--- src/rtl/mdio_pkg.sv ---
package mdio_pkg;
    localparam int FRAME_LEN = 64;
    localparam int PRE_LEN   = 32;
    localparam int TA_POS    = 46;
    localparam int DATA_POS  = 48;
    localparam int IDX_W     = $clog2(FRAME_LEN);

    localparam logic [1:0] OP_RD = 2'b10;
    localparam logic [1:0] OP_WR = 2'b01;

    typedef enum logic [1:0] {
        REG_DATA  = 2'd0,
        REG_CTRL  = 2'd1,
        REG_READY = 2'd2,
        REG_NONE  = 2'd3
    } host_reg_e;
endpackage

--- src/rtl/mdio_clkgen.sv ---
module mdio_clkgen #(
    parameter int HALF_W = 8
) (
    input  logic              clk,
    input  logic              rst_n,
    input  logic              en,
    input  logic [HALF_W-1:0] half,
    output logic              mdc,
    output logic              rise,
    output logic              fall
);
    typedef struct packed {
        logic [HALF_W-1:0] cnt;
        logic              mdc;
    } clk_state_t;

    clk_state_t q, d;
    logic [HALF_W-1:0] lim;

    always_comb begin
        lim  = (half == '0) ? '0 : half - 1'b1;
        d    = q;
        rise = 1'b0;
        fall = 1'b0;
        if (!en) begin
            d.cnt = '0;
            d.mdc = 1'b0;
        end else if (q.cnt == lim) begin
            d.cnt = '0;
            d.mdc = ~q.mdc;
            rise  = ~q.mdc;
            fall  = q.mdc;
        end else begin
            d.cnt = q.cnt + 1'b1;
        end
    end

    always_ff @(posedge clk) begin
        if (!rst_n) q <= '0;
        else        q <= d;
    end

    assign mdc = q.mdc;

    p_idle_low_r8: assert property (@(posedge clk) disable iff (!rst_n)
        !en |=> !mdc);
    p_half_len_r8: assert property (@(posedge clk) disable iff (!rst_n)
        ($past(en) && !$stable(q.mdc)) |-> ($past(q.cnt) == $past(lim)));
endmodule

--- src/rtl/mdio_seq.sv ---
module mdio_seq
    import mdio_pkg::*;
(
    input  logic        clk,
    input  logic        rst_n,
    input  logic        start,
    input  logic        is_write,
    input  logic [4:0]  phy,
    input  logic [4:0]  regad,
    input  logic [15:0] wdata,
    input  logic        rise,
    input  logic        fall,
    input  logic        mdio_i,
    output logic        busy,
    output logic        done,
    output logic [15:0] rdata,
    output logic        mdio_o,
    output logic        mdio_oe
);
    localparam logic [IDX_W-1:0] LAST = IDX_W'(FRAME_LEN - 1);

    typedef struct packed {
        logic                 busy;
        logic                 wr;
        logic [IDX_W-1:0]     idx;
        logic [FRAME_LEN-1:0] sh;
        logic [15:0]          rd;
    } seq_state_t;

    seq_state_t q, d;
    logic [FRAME_LEN-1:0] frame;

    always_comb begin
        frame = {{PRE_LEN{1'b1}}, 2'b01, (is_write ? OP_WR : OP_RD), phy, regad,
                 (is_write ? 2'b10 : 2'b11), (is_write ? wdata : 16'hFFFF)};
        d    = q;
        done = 1'b0;
        if (!q.busy) begin
            if (start) begin
                d.busy = 1'b1;
                d.wr   = is_write;
                d.idx  = '0;
                d.sh   = frame;
            end
        end else begin
            if (rise && !q.wr && (q.idx >= IDX_W'(DATA_POS)))
                d.rd = {q.rd[14:0], mdio_i};
            if (fall) begin
                d.sh  = {q.sh[FRAME_LEN-2:0], 1'b1};
                d.idx = q.idx + 1'b1;
                if (q.idx == LAST) begin
                    d.busy = 1'b0;
                    done   = 1'b1;
                end
            end
        end
    end

    always_ff @(posedge clk) begin
        if (!rst_n) q <= '0;
        else        q <= d;
    end

    assign busy    = q.busy;
    assign rdata   = q.rd;
    assign mdio_o  = q.busy ? q.sh[FRAME_LEN-1] : 1'b1;
    assign mdio_oe = q.busy && (q.wr || (q.idx < IDX_W'(TA_POS)));

    p_preamble_r10: assert property (@(posedge clk) disable iff (!rst_n)
        (q.busy && (q.idx < IDX_W'(PRE_LEN))) |-> (mdio_o && mdio_oe));
    p_frame_len_r7: assert property (@(posedge clk) disable iff (!rst_n)
        $fell(q.busy) |-> ($past(q.idx) == LAST));
    p_stable_mid_r8: assert property (@(posedge clk) disable iff (!rst_n)
        ($past(q.busy) && q.busy && !$past(fall)) |-> $stable(mdio_o));
endmodule

--- src/rtl/mdio_bridge.sv ---
module mdio_bridge
    import mdio_pkg::*;
#(
    parameter int          HALF_W   = 8,
    parameter int          WE_BIT   = 15,
    parameter logic [9:0]  INIT_IDX = 10'h3B4
) (
    input  logic              clk,
    input  logic              rst_n,
    input  logic              host_we,
    input  logic [1:0]        host_addr,
    input  logic [31:0]       host_wdata,
    output logic [31:0]       host_rdata,
    input  logic [HALF_W-1:0] mdc_half,
    output logic              mdc,
    output logic              mdio_o,
    output logic              mdio_oe,
    input  logic              mdio_i
);
    typedef struct packed {
        logic [31:0] data;
        logic [31:0] ctrl;
    } regs_t;

    regs_t q, d;
    logic        busy, done, start, wr_ctrl, rise, fall;
    logic [15:0] rd_val;

    always_comb begin
        wr_ctrl = host_we && (host_addr == REG_CTRL);
        start   = wr_ctrl && !busy && (host_wdata[9:0] == INIT_IDX);
        d       = q;
        if (host_we && (host_addr == REG_DATA))
            d.data = host_wdata;
        if (wr_ctrl && !busy)
            d.ctrl = host_wdata;
        if (done && !q.ctrl[WE_BIT])
            d.data[15:0] = rd_val;
    end

    always_ff @(posedge clk) begin
        if (!rst_n) q <= '0;
        else        q <= d;
    end

    always_comb begin
        case (host_addr)
            REG_DATA:  host_rdata = q.data;
            REG_CTRL:  host_rdata = q.ctrl;
            REG_READY: host_rdata = {15'd0, ~busy, 16'd0};
            default:   host_rdata = '0;
        endcase
    end

    mdio_clkgen #(.HALF_W(HALF_W)) u_clk (
        .clk  (clk),
        .rst_n(rst_n),
        .en   (busy),
        .half (mdc_half),
        .mdc  (mdc),
        .rise (rise),
        .fall (fall)
    );

    mdio_seq u_seq (
        .clk     (clk),
        .rst_n   (rst_n),
        .start   (start),
        .is_write(host_wdata[WE_BIT]),
        .phy     (q.data[9:5]),
        .regad   (q.data[4:0]),
        .wdata   (q.data[31:16]),
        .rise    (rise),
        .fall    (fall),
        .mdio_i  (mdio_i),
        .busy    (busy),
        .done    (done),
        .rdata   (rd_val),
        .mdio_o  (mdio_o),
        .mdio_oe (mdio_oe)
    );

    p_ctrl_hold_r9: assert property (@(posedge clk) disable iff (!rst_n)
        (wr_ctrl && busy) |=> $stable(q.ctrl));
    p_ready_busy_r6: assert property (@(posedge clk) disable iff (!rst_n)
        (busy && host_addr == REG_READY) |-> !host_rdata[16]);
    p_no_start_r5: assert property (@(posedge clk) disable iff (!rst_n)
        (!busy && !(wr_ctrl && host_wdata[9:0] == INIT_IDX)) |=> !busy);
endmodule

--- config.mk ---
export PLATFORM = sky130hd
export DESIGN_NAME = mdio_bridge
export DESIGN_NICKNAME = d
export VERILOG_FILES = /design/src/rtl/mdio_pkg.sv /design/src/rtl/mdio_clkgen.sv /design/src/rtl/mdio_seq.sv /design/src/rtl/mdio_bridge.sv
export SDC_FILE = /design/constraint.sdc
export NUM_CORES = 1
export LEC_CHECK = 0
export ABC_AREA = 1
export ABC_CLOCK_PERIOD_IN_PS = 3600
export BUFFER_PORTS_ARGS = -buffer_cell sky130_fd_sc_hd__buf_2
export CORE_MARGIN = 2
export CORE_UTILIZATION = 25
export CTS_BUF_LIST = sky130_fd_sc_hd__clkbuf_2 sky130_fd_sc_hd__clkbuf_4 sky130_fd_sc_hd__clkbuf_8
export DETAILED_ROUTE_END_ITERATION = 10
export MAX_ROUTING_LAYER = met4
export SLEW_MARGIN = 20
export SYNTH_ARGS = -nofsm -noshare
export SYNTH_HDL_FRONTEND = slang
export SYNTH_SLANG_ARGS = --single-unit
--- constraint.sdc ---
create_clock -name clk -period 3.6 [get_ports clk]
set_input_delay 0.72 -clock clk [delete_from_list [all_inputs] [get_ports clk]]
set_output_delay 0.72 -clock clk [all_outputs]
set_load 0.05 [all_outputs]
==> impl_metrics.env <==
export IMPL_status="complete, no violations"
export IMPL_critical_path_top_delay_family="simple AND/OR/NAND/NOR gates"
export IMPL_drc=0
export IMPL_crit_required_ns=4.00
export IMPL_clkSinkCount=161
export IMPL_fin_cells=1471
export IMPL_start_kind="input pin"
export IMPL_relSlewSlack=0.430
export IMPL_die_width_um=175
export IMPL_clock_skew_ns=0.0140
export IMPL_gp_congestion=0.809
export IMPL_critPathMaxStageDelay_ns=0.64
export IMPL_ys_ff_latch=161
export IMPL_grt_util_all_layers=0.130
export IMPL_drt_iter0_markers=479
export IMPL_internal_power_uw=2500
export IMPL_start_util=0.254
export IMPL_final_layout_size_suffix_gt1_frac=0.145
export IMPL_rsz0062_at_grt="false"
export IMPL_powerDensity_nw_per_um2=409
export IMPL_fin_setup_tns_ns=0
export IMPL_netlist_area_leader_share=0.441
export IMPL_async_flop_share=0
export IMPL_portBuffers=80
export IMPL_synth_edf_count=0
export IMPL_seqPwrFrac=0.533
export IMPL_dp_hpwl_mm=12.8
export IMPL_slew_viol_final=0
export IMPL_period_minus_slack_ns=2.97
export IMPL_worstPathMaxFanout=22
export IMPL_place_inst=1438
export IMPL_power_share_switching=0.271
export IMPL_ios=81
export IMPL_cts_setup_buffers=0
export IMPL_via_per_inst=4.55
export IMPL_timing_fmax_mhz=337
export IMPL_netlist_instances=1022
export IMPL_crit_buf_inv=3
export IMPL_cp_arrival_ns=3.37
export IMPL_fp_dieH_um=175
export IMPL_vias=6692
export IMPL_fin_nets=1122
export IMPL_path_cells="buf_2 > inv_1 > ha_1 > nand2_1 > nor2_2 > nand2_2 > nand3_1 > nand2_1 > nand2_1 > nor2_2 > nand3_2 > nor2_4 > nor2_2 > buf_4 > o21ai_0 > a21oi_1"
export IMPL_clockBufferDepth=2
export IMPL_power_share_clock=0.387
export IMPL_setup_viol=0
export IMPL_ys_warn_count=0
export IMPL_cap_violations=0
export IMPL_overflow=0
export IMPL_tritoncts="built"
export IMPL_p_switching_uw=933
export IMPL_final_hold_viol_count=0
export IMPL_dieArea_um2=30600
export IMPL_leakage_uw=0.00345
export IMPL_wl_per_cell_um=12.9
export IMPL_wirelength_mm=19.0
export IMPL_fin_crit_sh=0.825
export IMPL_synthFlopType="dfxtp_1"
export IMPL_cp_end_kind="flop"
export IMPL_clk_latency_ns=0.47
export IMPL_path_class="in -> reg"
export IMPL_synthToLayoutAreaGrowth_pct=15.0
export IMPL_crit_slowest_cell="nor2_2"
export IMPL_tightestPinTransition_ns=0.854
export IMPL_yosysSeqAreaShare=0.441
export IMPL_comb_power_share=0.081
export IMPL_min_path_type="reg -> reg"
export IMPL_num_rows=62
export IMPL_clock_tree_root_cell="clkbuf_8"
export IMPL_synthTopCellsByArea="dfxtp_1, nor2_1, o21ai_0"
export IMPL_postRouteAntennaNets=0
export IMPL_peakVddDrop_mv=0.191
export IMPL_grt_pass1_wl_mm=31.5
export IMPL_clk_pin_slew_ns=0.09
export IMPL_cts_resized=0
export IMPL_syn_cell_area_um2=7300
export IMPL_grt_start_max_net_pins=94
export IMPL_design_core_area_um2=28700
export IMPL_htreeDepth=4
export IMPL_cts_hold_fix_buffers=0
export IMPL_cts_buffers_inserted=17
export IMPL_syn_num_nets=1071
export IMPL_synth_top_area_cell="dfxtp_1"
export IMPL_grt_pass1_vias=6293
export IMPL_synth_cell_types=37
export IMPL_synth_area_per_cell_um2=7.14
export IMPL_firstDrtPassIters=5
export IMPL_grt_antenna_before_repair=1
[state kept, by name (all words and copies together), names as in the netlist]
| name | cells |
|---|---|
| q | 64 |
| u_seq.q | 71 |
| u_clk.mdc | 1 |
| u_clk.q | 8 |
| u_seq.busy | 1 |
| u_seq.rdata | 16 |
[cell families after synthesis]
family          synth area share
compound gates             0.196
fa+ha+maj                0.00514
simple gates               0.255
flops                      0.441
xor+xnor                 0.00480
buf+inv                   0.0973
[layout by cell type, fill, tap and decap left out, drive strengths merged, types with 7 or more instances in the layout]
master | netlist | routed
nand4 | 24 | 24
a22o | 19 | 19
nor2 | 216 | 216
clkinv | 3 | 7
dfxtp | 161 | 161
a21oi | 65 | 65
nand2 | 148 | 148
nand3 | 40 | 40
buf | 21 | 96
clkbuf | 43 | 20
o21ai | 163 | 163
o22ai | 10 | 10
inv | 89 | 94
[metal layers]
| layer | vias to the layer above | routed length, µm | global-route usage |
|---|---|---|---|
| met5 | - | 0 | - |
| met4 | 0 | 321 | 0.0451 |
| met3 | 23 | 926 | 0.0289 |
| met2 | 157 | 8650 | 0.204 |
| met1 | 3068 | 9140 | 0.165 |
| li1 | 3444 | - | - |
[synth_stat cells (3+ instances only)]
cell type  count
a21oi_1       62
a21oi_2        3
a22o_1        19
buf_2          4
buf_6         16
clkbuf_1      43
clkinv_1       3
dfxtp_1      161
ha_1           3
inv_1         83
inv_2          6
nand2_1      142
nand2_2        4
nand3_1       39
nand4_1       23
nor2_1       207
nor2_2         7
nor3_1         4
o21ai_0      141
o21ai_1       20
o22ai_1       10
xor2_1         4
[path summary, 6_finish.rpt]
kind	cells past startpoint	slack (ns)	end	start
setup / recovery	16	0.63	u_seq.q[37]$_SDFFE_PN0P_	mdc_half[0]
hold / removal	2	0.45	u_seq.q[24]$_SDFFE_PN0P_	u_seq.q[24]$_SDFFE_PN0P_
setup reg to reg	9	1.21	u_seq.q[37]$_SDFFE_PN0P_	u_seq.busy$_SDFF_PN0_
hold reg to reg	2	0.45	u_seq.q[24]$_SDFFE_PN0P_	u_seq.q[24]$_SDFFE_PN0P_
[area by class of cell]
cell class                 instances  area, µm²
fill                            3204      20300
multi-input combinational        705       3370
sequential                       161       3220
timing repair buffer              96        583
tap                              384        480
inverter                          92        345
clock buffer                      20        269
clock inverter                    12        125
antenna                            1       2.50
[power by group through the flow]
stage	sequential, µW	combinational, µW	clock, µW
floorplan	1870	184	0
CTS	1830	278	1360
finish	1830	277	1330
detailed placement	1870	276	0
global placement	1870	275	0
global route	1840	309	1440
[worst min-delay path: stages (launching register included)]
cell	delay, ns
dfxtp_1	0.31
inv_1	0.05
a21oi_1	0.05
[per-stage QoR]
stage / utilization / worst slack (ns) / cell area, µm² / hold WS, ns / power, µW
CTS: 0.293 / 0.674 / 8400 / 0.458 / 3470
floorplan: - / 0.667 / 7300 / 0.425 / 2050
global placement: 0.279 / 0.275 / 8000 / 0.435 / 2150
detailed placement: 0.279 / 0.211 / 8000 / 0.443 / 2150
global route: 0.293 / 0.319 / 8400 / 0.473 / 3580
finish: 0.293 / 0.632 / 8400 / 0.455 / 3440
Note: power is estimated with default switching activity, not from simulation.
